[src/rtl/uexec_pkg.sv]
package uexec_pkg;

  typedef enum logic [1:0] {
    RT_XY = 2'b00,
    RT_X0 = 2'b01,
    RT_Y0 = 2'b10,
    RT_YX = 2'b11
  } route_e;

  typedef enum logic [2:0] {
    FN_ADD  = 3'b000,
    FN_SUB  = 3'b001,
    FN_RSUB = 3'b010,
    FN_OR   = 3'b011,
    FN_AND  = 3'b100,
    FN_ANDN = 3'b101,
    FN_XOR  = 3'b110,
    FN_XNOR = 3'b111
  } func_e;

  typedef enum logic [1:0] {
    SH_PASS   = 2'b00,
    SH_HALF   = 2'b01,
    SH_DOUBLE = 2'b10,
    SH_HOLD   = 2'b11
  } shift_e;

  function automatic logic is_arith(input func_e f);
    return (f == FN_ADD) || (f == FN_SUB) || (f == FN_RSUB);
  endfunction

  // one-bit logic unit, shared by every bit slice
  function automatic logic bit_logic(input func_e f, input logic a, input logic b);
    case (f)
      FN_OR:   return a | b;
      FN_AND:  return a & b;
      FN_ANDN: return ~a & b;
      FN_XOR:  return a ^ b;
      FN_XNOR: return ~(a ^ b);
      default: return 1'b0;
    endcase
  endfunction

endpackage

[src/rtl/uexec_opsel.sv]
module uexec_opsel
  import uexec_pkg::*;
#(
  parameter int W = 8
) (
  input  route_e         route,
  input  logic [W-1:0]   x_i,
  input  logic [W-1:0]   y_i,
  output logic [W-1:0]   opa,
  output logic [W-1:0]   opb
);

  localparam logic [W-1:0] ZERO = '0;

  always_comb begin
    unique case (route)
      RT_XY:   begin opa = x_i; opb = y_i;  end
      RT_X0:   begin opa = x_i; opb = ZERO; end
      RT_Y0:   begin opa = y_i; opb = ZERO; end
      default: begin opa = y_i; opb = x_i;  end
    endcase
  end

endmodule

[src/rtl/uexec_alu.sv]
module uexec_alu
  import uexec_pkg::*;
#(
  parameter int W = 8
) (
  input  func_e          func,
  input  logic [W-1:0]   opa,
  input  logic [W-1:0]   opb,
  input  logic           cin,
  output logic [W-1:0]   res,
  output logic           carry,
  output logic           ovf
);

  localparam int MSB = W - 1;

  function automatic logic [W:0] add_w(input logic [W-1:0] p, input logic [W-1:0] q,
                                       input logic ci);
    return {1'b0, p} + {1'b0, q} + {{W{1'b0}}, ci};
  endfunction

  // both addends share a sign but the sum does not
  function automatic logic ovf_w(input logic pm, input logic qm, input logic rm);
    return (pm == qm) && (rm != pm);
  endfunction

  logic [W-1:0] add_l;
  logic [W-1:0] add_r;
  logic [W:0]   sum_full;
  logic         arith_sel;
  logic         arith_ovf;
  logic [W-1:0] logic_res;

  // a single adder: subtract is addition of the complement plus carry-in
  always_comb begin
    add_l = (func == FN_RSUB) ? opb : opa;
    case (func)
      FN_SUB:  add_r = ~opb;
      FN_RSUB: add_r = ~opa;
      default: add_r = opb;
    endcase
  end

  assign sum_full  = add_w(add_l, add_r, cin);
  assign arith_ovf = ovf_w(add_l[MSB], add_r[MSB], sum_full[MSB]);
  assign arith_sel = is_arith(func);

  for (genvar k = 0; k < W; k++) begin : g_bit
    assign logic_res[k] = bit_logic(func, opa[k], opb[k]);
  end

  assign res   = arith_sel ? sum_full[W-1:0] : logic_res;
  assign carry = arith_sel & sum_full[W];
  assign ovf   = arith_sel & arith_ovf;

endmodule

[src/rtl/uexec_shift.sv]
module uexec_shift
  import uexec_pkg::*;
#(
  parameter int W = 8
) (
  input  shift_e         mode,
  input  logic [W-1:0]   alu_res,
  input  logic [W-1:0]   z_q,
  output logic [W-1:0]   z_d
);

  always_comb begin
    unique case (mode)
      SH_PASS:   z_d = alu_res;
      SH_HALF:   z_d = {1'b0, alu_res[W-1:1]};
      SH_DOUBLE: z_d = {alu_res[W-2:0], 1'b0};
      default:   z_d = z_q;
    endcase
  end

endmodule

[src/rtl/uexec_slice.sv]
module uexec_slice
  import uexec_pkg::*;
#(
  parameter int W = 8
) (
  input  logic           clk,
  input  logic           rst,
  input  logic [W-1:0]   x_in,
  input  logic [W-1:0]   y_in,
  input  logic [1:0]     route_sel,
  input  logic [2:0]     func_sel,
  input  logic [1:0]     shift_sel,
  input  logic           carry_in,
  output logic [W-1:0]   z_out,
  output logic           carry_out,
  output logic           ovf_out
);

  route_e       route_w;
  func_e        func_w;
  shift_e       shift_w;
  logic [W-1:0] opa_w;
  logic [W-1:0] opb_w;
  logic [W-1:0] alu_res;
  logic [W-1:0] z_next;
  logic [W-1:0] z_q;

  assign route_w = route_e'(route_sel);
  assign func_w  = func_e'(func_sel);
  assign shift_w = shift_e'(shift_sel);

  uexec_opsel #(.W(W)) u_opsel (
    .route (route_w),
    .x_i   (x_in),
    .y_i   (y_in),
    .opa   (opa_w),
    .opb   (opb_w)
  );

  uexec_alu #(.W(W)) u_alu (
    .func  (func_w),
    .opa   (opa_w),
    .opb   (opb_w),
    .cin   (carry_in),
    .res   (alu_res),
    .carry (carry_out),
    .ovf   (ovf_out)
  );

  uexec_shift #(.W(W)) u_shift (
    .mode    (shift_w),
    .alu_res (alu_res),
    .z_q     (z_q),
    .z_d     (z_next)
  );

  always_ff @(posedge clk) begin
    if (rst) z_q <= '0;
    else     z_q <= z_next;
  end

  assign z_out = z_q;


  reset_clear_chk: assert property (@(posedge clk) rst |=> z_out == '0);


  hold_keeps_chk: assert property (@(posedge clk) disable iff (rst)
    shift_sel == 2'b11 |=> $stable(z_out));


  pass_load_chk: assert property (@(posedge clk) disable iff (rst)
    shift_sel == 2'b00 |=> z_out == $past(alu_res));


  half_msb_chk: assert property (@(posedge clk) disable iff (rst)
    shift_sel == 2'b01 |=> !z_out[W-1]);


  double_lsb_chk: assert property (@(posedge clk) disable iff (rst)
    shift_sel == 2'b10 |=> !z_out[0]);


  logic_noflag_chk: assert property (@(posedge clk) disable iff (rst)
    func_sel >= 3'd3 |-> !carry_out && !ovf_out);


  zero_route_chk: assert property (@(posedge clk) disable iff (rst)
    (route_sel == 2'b01 || route_sel == 2'b10) && func_sel == 3'b100 |-> alu_res == '0);

endmodule

[config.mk]
export PLATFORM = sky130hd
export DESIGN_NAME = uexec_slice
export DESIGN_NICKNAME = d
export VERILOG_FILES = /design/src/rtl/uexec_pkg.sv /design/src/rtl/uexec_opsel.sv /design/src/rtl/uexec_alu.sv /design/src/rtl/uexec_shift.sv /design/src/rtl/uexec_slice.sv
export SDC_FILE = /design/constraint.sdc
export NUM_CORES = 1
export LEC_CHECK = 0
export ABC_CLOCK_PERIOD_IN_PS = 11700
export CAP_MARGIN = 20
export CORE_ASPECT_RATIO = 1.4
export CORE_MARGIN = 10
export CORE_UTILIZATION = 50
export CTS_CLUSTER_DIAMETER = 40
export DETAILED_ROUTE_END_ITERATION = 8
export PLACE_DENSITY = 0.76
export SYNTH_ARGS = -nofsm -noshare
export SYNTH_HDL_FRONTEND = slang
export SYNTH_SLANG_ARGS = --single-unit
[constraint.sdc]
create_clock -name clk -period 11.7 [get_ports clk]
set_input_delay 2.925 -clock clk [delete_from_list [all_inputs] [get_ports clk]]
set_output_delay 2.925 -clock clk [all_outputs]
set_load 0.03 [all_outputs]
# --- Yosys cells after proc, flatten, opt, wreduce, memory -nomap -nowiden ---
# Cells that the tools add are included.
classes:
  add_sub_neg: 2
  eq_ne: 13
  muxes: 14
  bitwise_logic: 52
  reduce_logical: 9
ops:
  columns: ["operator", "count"]
  rows:
  - ["$pmux 1 s5", 8]
  - ["$pmux 8 s2", 2]
  - ["$mux 8", 3]
  - ["$pmux 8 s3", 1]
  - ["$and 1x1->1", 18]
  - ["$not 1->1", 16]
  - ["$not 8->8", 2]
  - ["$eq 3x3->1 const B", 4]
  - ["$add 8x8->9", 1]
  - ["$add 9x1->9", 1]
  - ["$or 1x1->1", 8]
  - ["$xor 1x1->1", 8]
  - ["$eq 3x2->1 const B", 2]
  - ["$eq 2x1->1 const B", 2]
  - ["$eq 2x2->1 const B", 2]
  - ["$logic_not 2->1", 2]
  - ["$reduce_or 2->1", 2]
  - ["$eq 3x1->1 const B", 1]
  - ["$logic_not 3->1", 1]
  - ["$reduce_bool 3->1", 1]
  - ["$logic_or 1x1->1", 2]
  - ["$eq 1x1->1", 1]
  - ["$logic_and 1x1->1", 1]
  - ["$ne 1x1->1", 1]
totals:
  register_bits: 8
  wordCells: 91

# --- Logic depth before layout (Yosys ltp) ---
# Gate-level depths: netlist of run 1.
logic_depth:
  depth_word: 10
  mapped_depth: 16
  ltp_nobuf: 14

# --- Modules after synthesis ---
# A second synthesis of run 1 with hierarchy kept.
unflattened:
  cells_unflattened: 247
  hier_area_um2: 1868.0
by_module_without_submodules:
  columns: ["module", "instances", "cells_per_inst", "area_each_um2", "seq_area_each_um2"]
  rows:
  - ["uexec_alu", 1, 197, 1255.0, 0.0]
  - ["uexec_slice", 1, 16, 210.2, 160.2]
  - ["uexec_shift", 1, 14, 205.2, 0.0]
  - ["uexec_opsel", 1, 20, 197.7, 0.0]

# --- Worst setup path after synthesis of run 1 ---
# Ideal clock, no wire load.
synth_timing:
  path_type: "input to output"
  startpoint: "input route_sel[1]"
  endpoint: "output carry_out"
  arrival_ns: 6.039
  required_time_ns: 8.775
  path_slack_ns: 2.736
  stages: 15
  n_path_buf: 2
  cell_sequence: "buf_6 and2_4 buf_12 a22oi_4 mux2_2 mux2i_1 a21oi_1 fa_1 fa_1 a211oi_1 o21bai_1 a21o_1 a21o_1 a21oi_1 nor2_1"
synth_between:
  elab_chain_len: 8
synth_lines:
  columns: ["item", "line", "source"]
  rows:
  - ["start: declaration", "uexec_slice.sv:10", "input logic [1:0] route_sel,"]
  - ["$eq 2x1->1, or another cell as far along", "uexec_opsel.sv:16", "unique case (route)"]
  - ["$reduce_or 2->1 (no source line)", null, null]
  - ["$pmux 8 s2 / $mux 8 (equally long branches)", "uexec_opsel.sv:16", null]
  - ["$not 8->8 (on tied branches)", "uexec_alu.sv:38, uexec_alu.sv:39", null]
  - ["$pmux 8 s2", "uexec_alu.sv:37", "case (func)"]
  - ["$add 8x8->9 *", "uexec_alu.sv:19", "return {1'b0, p} + {1'b0, q} + {{W{1'b0}}, ci};"]
  - ["$add 9x1->9 *", "uexec_alu.sv:19", null]
  - ["$and 1x1->1 *", "uexec_alu.sv:53", "assign carry = arith_sel & sum_full[W];"]
  - ["end: declaration", "uexec_slice.sv:15", "output logic carry_out,"]
# Every way passes the cells marked *; elsewhere a longest branch is shown, timed or not.

# --- Worst setup path after layout of run 1 ---
# Same ends and word-level chain as after synthesis.

==> results of run 1 <==
## routing by layer
metal | vias up | GRT usage, % | wire length (um)
li1 | 1013 | - | -
met1 | 964 | 17.1 | 2270
met2 | 49 | 24.5 | 2630
met3 | 9 | 3.07 | 357
met4 | 0 | 4.73 | 81
met5 | - | 0 | 0
## logic make-up (layout without fill, tap and decap cells)
logic type,Yosys count,after routing
muxes,30,30
buffers and inverters,27,50
and+or+nand+nor,58,58
xor gates and xnor gates,13,13
adders and majority gates,20,20
AOI/OAI and AO/OA,96,96
DFF,8,8
## metrics by stage
| step | setup slack, ps | util [%] | power (mW) | cells | hold WS, ps |
|---|---|---|---|---|---|
| after global routing | 1030 | 59.9 | 0.221 | 320 | 497 |
| final | 1350 | 59.9 | 0.205 | 320 | 473 |
| after CTS | 1330 | 59.9 | 0.206 | 320 | 474 |
| after global placement | 1380 | 58.9 | 0.170 | 317 | 467 |
| after floorplan | 2740 | - | 0.137 | 252 | 595 |
| after detailed placement | 1330 | 58.9 | 0.171 | 317 | 465 |
## cell usage after synthesis (2+ instances only)
cell | instances | area share (%)
a21oi_1 | 24 | 5.6
mux2i_1 | 20 | 9.4
ha_1 | 18 | 11
nor2_1 | 13 | 2.3
nor3_1 | 13 | 3.0
o21ai_0 | 13 | 3.0
a22o_1 | 11 | 4.5
buf_2 | 10 | 2.3
xnor2_1 | 10 | 4.1
nand2_1 | 9 | 1.6
dfxtp_1 | 8 | 7.5
inv_1 | 7 | 1.2
mux2_2 | 7 | 3.7
a22oi_4 | 6 | 6.0
a21o_1 | 5 | 1.8
clkbuf_1 | 5 | 0.88
nand3b_1 | 5 | 1.8
a221oi_2 | 4 | 2.8
a22oi_1 | 4 | 1.4
nor2b_1 | 4 | 1.2
a211oi_1 | 3 | 1.1
a221oi_1 | 3 | 1.2
a22oi_2 | 3 | 1.8
and2_1 | 3 | 0.88
xor2_1 | 3 | 1.2
a211oi_2 | 2 | 1.2
a22o_2 | 2 | 0.94
a31oi_1 | 2 | 0.59
a32oi_1 | 2 | 0.82
and2b_1 | 2 | 0.70
and3b_1 | 2 | 0.82
buf_4 | 2 | 0.70
fa_1 | 2 | 1.9
mux2i_2 | 2 | 1.3
o211ai_1 | 2 | 0.70
o22ai_1 | 2 | 0.59
## area by class of cell
cell class / instances / share of cell area (%)
multi-input cells: 217 / 73.2
repair buffers: 39 / 15.2
flip-flops and latches: 8 / 6.41
well taps: 45 / 2.25
clock buffers: 3 / 1.65
inverters: 8 / 1.20
## worst min-delay path, delay by kind of cell, from the launching register on
family                 cells  cell delay [ps]
buffers and inverters      1               60
AO/OA/AOI/OAI              1               50
flip-flops                 1              300
## worst min-delay path by stage
stage                                     start                     to  slack (ps)  cells after the start
after floorplan           z_out[0]$_SDFFE_PP0P_  z_out[0]$_SDFFE_PP0P_         600                      2
after global placement    z_out[0]$_SDFFE_PP0P_  z_out[0]$_SDFFE_PP0P_         470                      2
after detailed placement  z_out[6]$_SDFFE_PP0P_  z_out[6]$_SDFFE_PP0P_         470                      2
after CTS                 z_out[6]$_SDFFE_PP0P_  z_out[6]$_SDFFE_PP0P_         470                      2
after global routing      z_out[6]$_SDFFE_PP0P_  z_out[6]$_SDFFE_PP0P_         500                      2
final                     z_out[5]$_SDFFE_PP0P_  z_out[5]$_SDFFE_PP0P_         470                      2
## power groups by stage
stage,combinational [mW],sequential [mW],clock [mW]
2_1_floorplan,0.0975,0.0392,0
3_3_place_gp,0.137,0.0327,0
3_5_place_dp,0.139,0.0328,0
4_1_cts,0.139,0.0324,0.0342
5_1_grt,0.153,0.0327,0.0354
6_report,0.139,0.0325,0.0330
==> summary.txt, run 1 <==
Final layout
  • Fill count: 383
  • ANT cells: 0
  • Most frequent cells in the layout: 35 x clkdlybuf4s50_1, 24 x a21oi_1, 20 x mux2i_1, 18 x ha_1
  • Sequential cell area: between 150 and 200 um^2
  • Share of cells above drive strength 1: 14.5%
  • Largest register FFs: 8
  • Post-synthesis to final-layout area growth: 17.0%
  • Multi-input gate area: 1830 um^2
  • Most common cell after layout, fill and taps aside: clkdlybuf4s50_1
  • Final net count: between 300 and 400
  • Final instance area: between 2000 and 2500 um^2

Power
  • Logic gate share of total power: between 60% and 70%
  • Static leakage power: 1.06 nW
  • Cell Pwr Density: 81.9 nW/um^2
  • Peak VDD IR: between 0.08 and 0.09 mV
  • Clock network power share: between 15 and 20%
  • Share of power burned in registers: ~16%
  • Net Sw Frac: around 43%
  • Switch Pwr: ~89 uW
  • Internal cell power: between 100 and 150 uW

Detailed routing
  • Via density: 6.36
  • Iteration-0 DRC Markers: ~130
  • DRC Markers: 0
  • 1st-pass router iterations: 4
  • Antenna Nets Post-Route: 0
  • Final wirelength: 5330 um
  • Vias: roughly 2.0k
  • Routed length per instance: 16.7 um

Global routing
  • Initial antenna violation count: 0
  • First-pass GRT wire length: between 8000 and 9000 um
  • Pin count of the biggest net entering global routing: 52
  • Total global routing overflow: 0
  • Gr usage total: 14.4%
  • Vias in the first global route: 1891

Synthesis
  • Compound-cell area share of the yosys netlist: 38.0%
  • Post-Syn Nets: 298
  • Synth Area in XOR/XNOR: under 10%
  • Sequential-to-total area share from yosys stat: 7.50%
  • Syn Std Cell Area: ~2100 um^2
  • Post-synthesis mux area share: 14.9%
  • Main combinational cell family by area after synthesis: compound AO/OA/AOI/OAI gates
  • Top_reg_cell synth: dfxtp_1
  • Area share of and/or/nand/nor cells after synthesis: 15.1%
  • Post-synth EDFFs: 0
  • Ys async rst share: 0%
  • Count of cell types in the netlist: 55
  • Seq cells post-synth: 8
  • Cell count after synthesis: roughly 250
  • Adder-cell share of the synthesized area: about 12%
  • Mapped Avg Cell Area: 8.47 um^2
  • Ys Warns: 0

Floorplanning
  • # IOs: 36
  • Initial Util: 51.2%
  • Die area: 7320 um^2
  • DIE WIDTH: around 75 um
  • Row count: 28
  • Die height: 97.3 um
  • Core Box Area: 4170 um^2

CTS
  • Clock tree from TritonCTS: yes
  • Worst skew pair latency: 230 ps
  • Clk root buf: clkbuf_8
  • Clock buffer depth: 2
  • Number of setup buffers added after CTS: 0
  • Total CTS buffers: 3
  • CTS sink cnt: 8
  • Worst-path clk slew: roughly 40 ps
  • PostCTS Resize Cnt: 0
  • Post-CTS Hold Buffers: 0
  • Htree depth: 1

Setup path
  • Reg2reg path depth: 3
  • WP buf/inv: 2
  • Kind of critical path: in2out
  • Top delay family on crit path: compound AO/OA/AOI/OAI gates
  • CP max stage delay: 740 ps
  • Worst R2R Start: z_out[4]$_SDFFE_PP0P_
  • WP data required: 8780 ps
  • Crit path depth: 15
  • Crit path cell chain: clkdlybuf4s50_1 > and2_4 > a22oi_4 > mux2_2 > mux2i_1 > a21oi_1 > fa_1 > fa_1 > a211oi_1 > o21bai_1 > a21o_1 > a21o_1 > a21oi_1 > nor2_1 > clkdlybuf4s50_1
  • Critical Path End Type: output pin
  • R2R Setup Slk: approximately 11000 ps
  • CP endpoint: carry_out
  • Slowest-stage cell, CP: clkdlybuf4s50_1
  • Worst-path maximum fanout: 10
  • Critical Path Source: route_sel[1]
  • Crit start category: input pin
  • Reg2reg end: z_out[4]$_SDFFE_PP0P_
  • Worst path arrival time: roughly 7400 ps

Run status
  • Status: finished clean

Timing
  • Setup Skew: 0 ps
  • RSZ-0062 raised after global routing: false
  • Max_slew headroom: 54.2%
  • Setup violators final: 0
  • Tightest Pin Transition: ~690 ps
  • Fmax: 96.6 MHz
  • TNS Setup: 0 ps
  • Final period utilization: around 90%
  • Min cycle time layout: around 10000 ps
  • Fin. Hold Viols: 0
  • Slew Limit Fails: 0

Placement
  • Port buffer count: 35
  • Dpl cell area: around 2500 um^2
  • Post-DP HPWL: about 4200 um
  • Placer Congestion: between 0.7 and 0.8

Flow run
  • Max-Cap Viols: 0

Min path
  • Hold WC Path Type: reg2reg
No activity file was read; power rests on OpenSTA's default activity.
==> inputs of run 2 (changes only) <==
--- a/config.mk
+++ b/config.mk
@@ -5,8 +5,8 @@
 export SDC_FILE = /design/constraint.sdc
 export NUM_CORES = 1
 export LEC_CHECK = 0
-export ABC_CLOCK_PERIOD_IN_PS = 11700
-export CAP_MARGIN = 20
+export ABC_CLOCK_PERIOD_IN_PS = 11280
+export CAP_MARGIN = 25
 export CORE_ASPECT_RATIO = 1.4
 export CORE_MARGIN = 10
 export CORE_UTILIZATION = 50
==> constraint.sdc (replaced) <==
create_clock -name clk -period 11.28 [get_ports clk]
set_input_delay 2.82 -clock clk [delete_from_list [all_inputs] [get_ports clk]]
set_output_delay 2.82 -clock clk [all_outputs]
set_load 0.03 [all_outputs]
==> summary.txt, run 2 (synthesis gave the netlist of run 1 again) <==
Final layout
  • Core Util, Final: 59.9% (unchanged)
  • Share of cells above drive strength 1: 14.5% (unchanged)
  • Most frequent cells in the layout: 35 x clkdlybuf4s50_1, 24 x a21oi_1, 20 x mux2i_1, 18 x ha_1 (unchanged)
  • Final net count: 323 (unchanged)
  • Sequential cell area: 160 um^2 (unchanged)
  • Largest register FFs: 8 (unchanged)
  • ANT cells: 0 (unchanged)
  • Most common cell after layout, fill and taps aside: clkdlybuf4s50_1 (unchanged)
  • Multi-input gate area: 1830 um^2 (unchanged)
  • Fill count: 383 (unchanged)
  • Post-synthesis to final-layout area growth: 17.0% (unchanged)

Detailed routing
  • Final wirelength: 5330 um (about the same)
  • Vias: 2038 (was 2035)
  • Routed length per instance: 16.7 um (about the same)
  • DRC Markers: 0 (unchanged)
  • Via density: 6.37 (was 6.36)
  • 1st-pass router iterations: 5 (was 4)
  • Iteration-0 DRC Markers: 207 (was 127)
  • Antenna Nets Post-Route: 0 (unchanged)

Timing
  • Setup violators final: 0 (unchanged)
  • Setup Skew: 0 ps (unchanged)
  • Fmax: just under 100 MHz
  • Slew Limit Fails: 0 (unchanged)
  • Final period utilization: between 90% and 100%
  • RSZ-0062 raised after global routing: false (unchanged)
  • TNS Setup: 0 ps (unchanged)
  • Fin. Hold Viols: 0 (unchanged)
  • Max_slew headroom: 54.7% (was 54.2%)
  • Min cycle time layout: a little over 10000 ps
  • Tightest Pin Transition: 678 ps (was 685 ps)

Placement
  • Port buffer count: 35 (unchanged)
  • Placer Congestion: 0.806 (was 0.795)
  • Post-DP HPWL: 4150 um (was 4170 um)

Global routing
  • First-pass GRT wire length: 8890 um (was 8850 um)
  • Gr usage total: 14.3% (was 14.4%)
  • Pin count of the biggest net entering global routing: 52 (unchanged)
  • Vias in the first global route: 1954 (was 1891)
  • Total global routing overflow: 0 (unchanged)
  • Initial antenna violation count: 0 (unchanged)

CTS
  • PostCTS Resize Cnt: 0 (unchanged)
  • Clock buffer depth: 2 (unchanged)
  • Total CTS buffers: 3 (unchanged)
  • Post-CTS Hold Buffers: 0 (unchanged)
  • Number of setup buffers added after CTS: 0 (unchanged)
  • Htree depth: 1 (unchanged)
  • Worst skew pair latency: 230 ps (about the same)
  • Worst-path clk slew: 40 ps (about the same)
  • CTS sink cnt: 8 (unchanged)
  • Clk root buf: clkbuf_8 (unchanged)
  • Clock tree from TritonCTS: yes (unchanged)

Setup path
  • Critical Path End Type: output pin (unchanged)
  • Worst-path maximum fanout: 10 (unchanged)
  • Kind of critical path: in2out (unchanged)
  • Crit start category: input pin (unchanged)
  • Worst path arrival time: 7370 ps (was 7430 ps)
  • WP data required: 8460 ps (was 8780 ps)

Power
  • Cell Pwr Density: 85.4 nW/um^2 (was 81.9 nW/um^2)
  • Static leakage power: 1.06 nW (unchanged)
  • Tot Pwr: 213 uW (was 205 uW)
  • Peak VDD IR: 0.0858 mV (was 0.0811 mV)

Floorplanning
  • Row count: 28 (unchanged)
  • Initial Util: 51.2% (unchanged)
  • Core Box Area: 4170 um^2 (unchanged)
  • DIE WIDTH: 75.2 um (unchanged)
  • Die height: 97.3 um (unchanged)
  • # IOs: 36 (unchanged)
  • Die area: 7320 um^2 (unchanged)

Min path
  • Hold WC Path Type: reg2reg (unchanged)

Run status
  • Status: finished clean (unchanged)

Flow run
  • Max-Cap Viols: 0 (unchanged)
-- run 2: cell counts in the layout (fill, tap and decap cells not counted) --
No cell type changed its count.
-- run 2: layout make-up --
class	instances	area share, %
sequential	8	6.41
inverter	8	1.20
timing repair buffer	39	15.2
multi-input combinational	217	73.2
clock buffer	3	1.65
tap	45	2.25
-- run 2: power breakdown --
group,switching (mW),internal [mW]
Clock,0.0111,0.0231
Sequential,0.00168,0.0319
Combinational,0.0800,0.0655
Total,0.0928,0.120
-- run 2: worst max-delay path: stages --
cell             delay (ps)
clkdlybuf4s50_1         750
and2_4                  380
a22oi_4                 260
mux2_2                  360
mux2i_1                 130
a21oi_1                  80
fa_1                    470
fa_1                    440
a211oi_1                410
o21bai_1                130
a21o_1                  190
a21o_1                  160
a21oi_1                 140
nor2_1                   50
clkdlybuf4s50_1         590
-- run 2: worst paths after layout --
| kind | startpoint | endpoint | slack, ps | cells after the start |
|---|---|---|---|---|
| max | route_sel[1] | carry_out | 1090 | 15 |
| min | z_out[2]$_SDFFE_PP0P_ | z_out[2]$_SDFFE_PP0P_ | 480 | 2 |
| max reg2reg | z_out[4]$_SDFFE_PP0P_ | z_out[4]$_SDFFE_PP0P_ | 10450 | 3 |
| min reg2reg | z_out[2]$_SDFFE_PP0P_ | z_out[2]$_SDFFE_PP0P_ | 480 | 2 |
-- run 2: through the flow --
stage / worst slack (ps) / hold WS (ps) / area [um^2] / std cells
after detailed placement: 1060 / 473 / 2460 / 317
after global routing: 834 / 485 / 2500 / 320
after global placement: 1170 / 468 / 2460 / 317
final: 1090 / 476 / 2500 / 320
after CTS: 1060 / 481 / 2500 / 320
after floorplan: 2530 / 595 / 2130 / 252
-- run 2: per-layer routing --
| layer | vias to the layer above | share of wire [%] | global-route usage, % |
|---|---|---|---|
| met2 | 59 | 50 | 24.4 |
| met4 | 0 | 1.2 | 4.59 |
| li1 | 1016 | - | - |
| met1 | 955 | 42 | 16.5 |
| met3 | 8 | 7.6 | 3.68 |
| met5 | - | 0 | 0 |
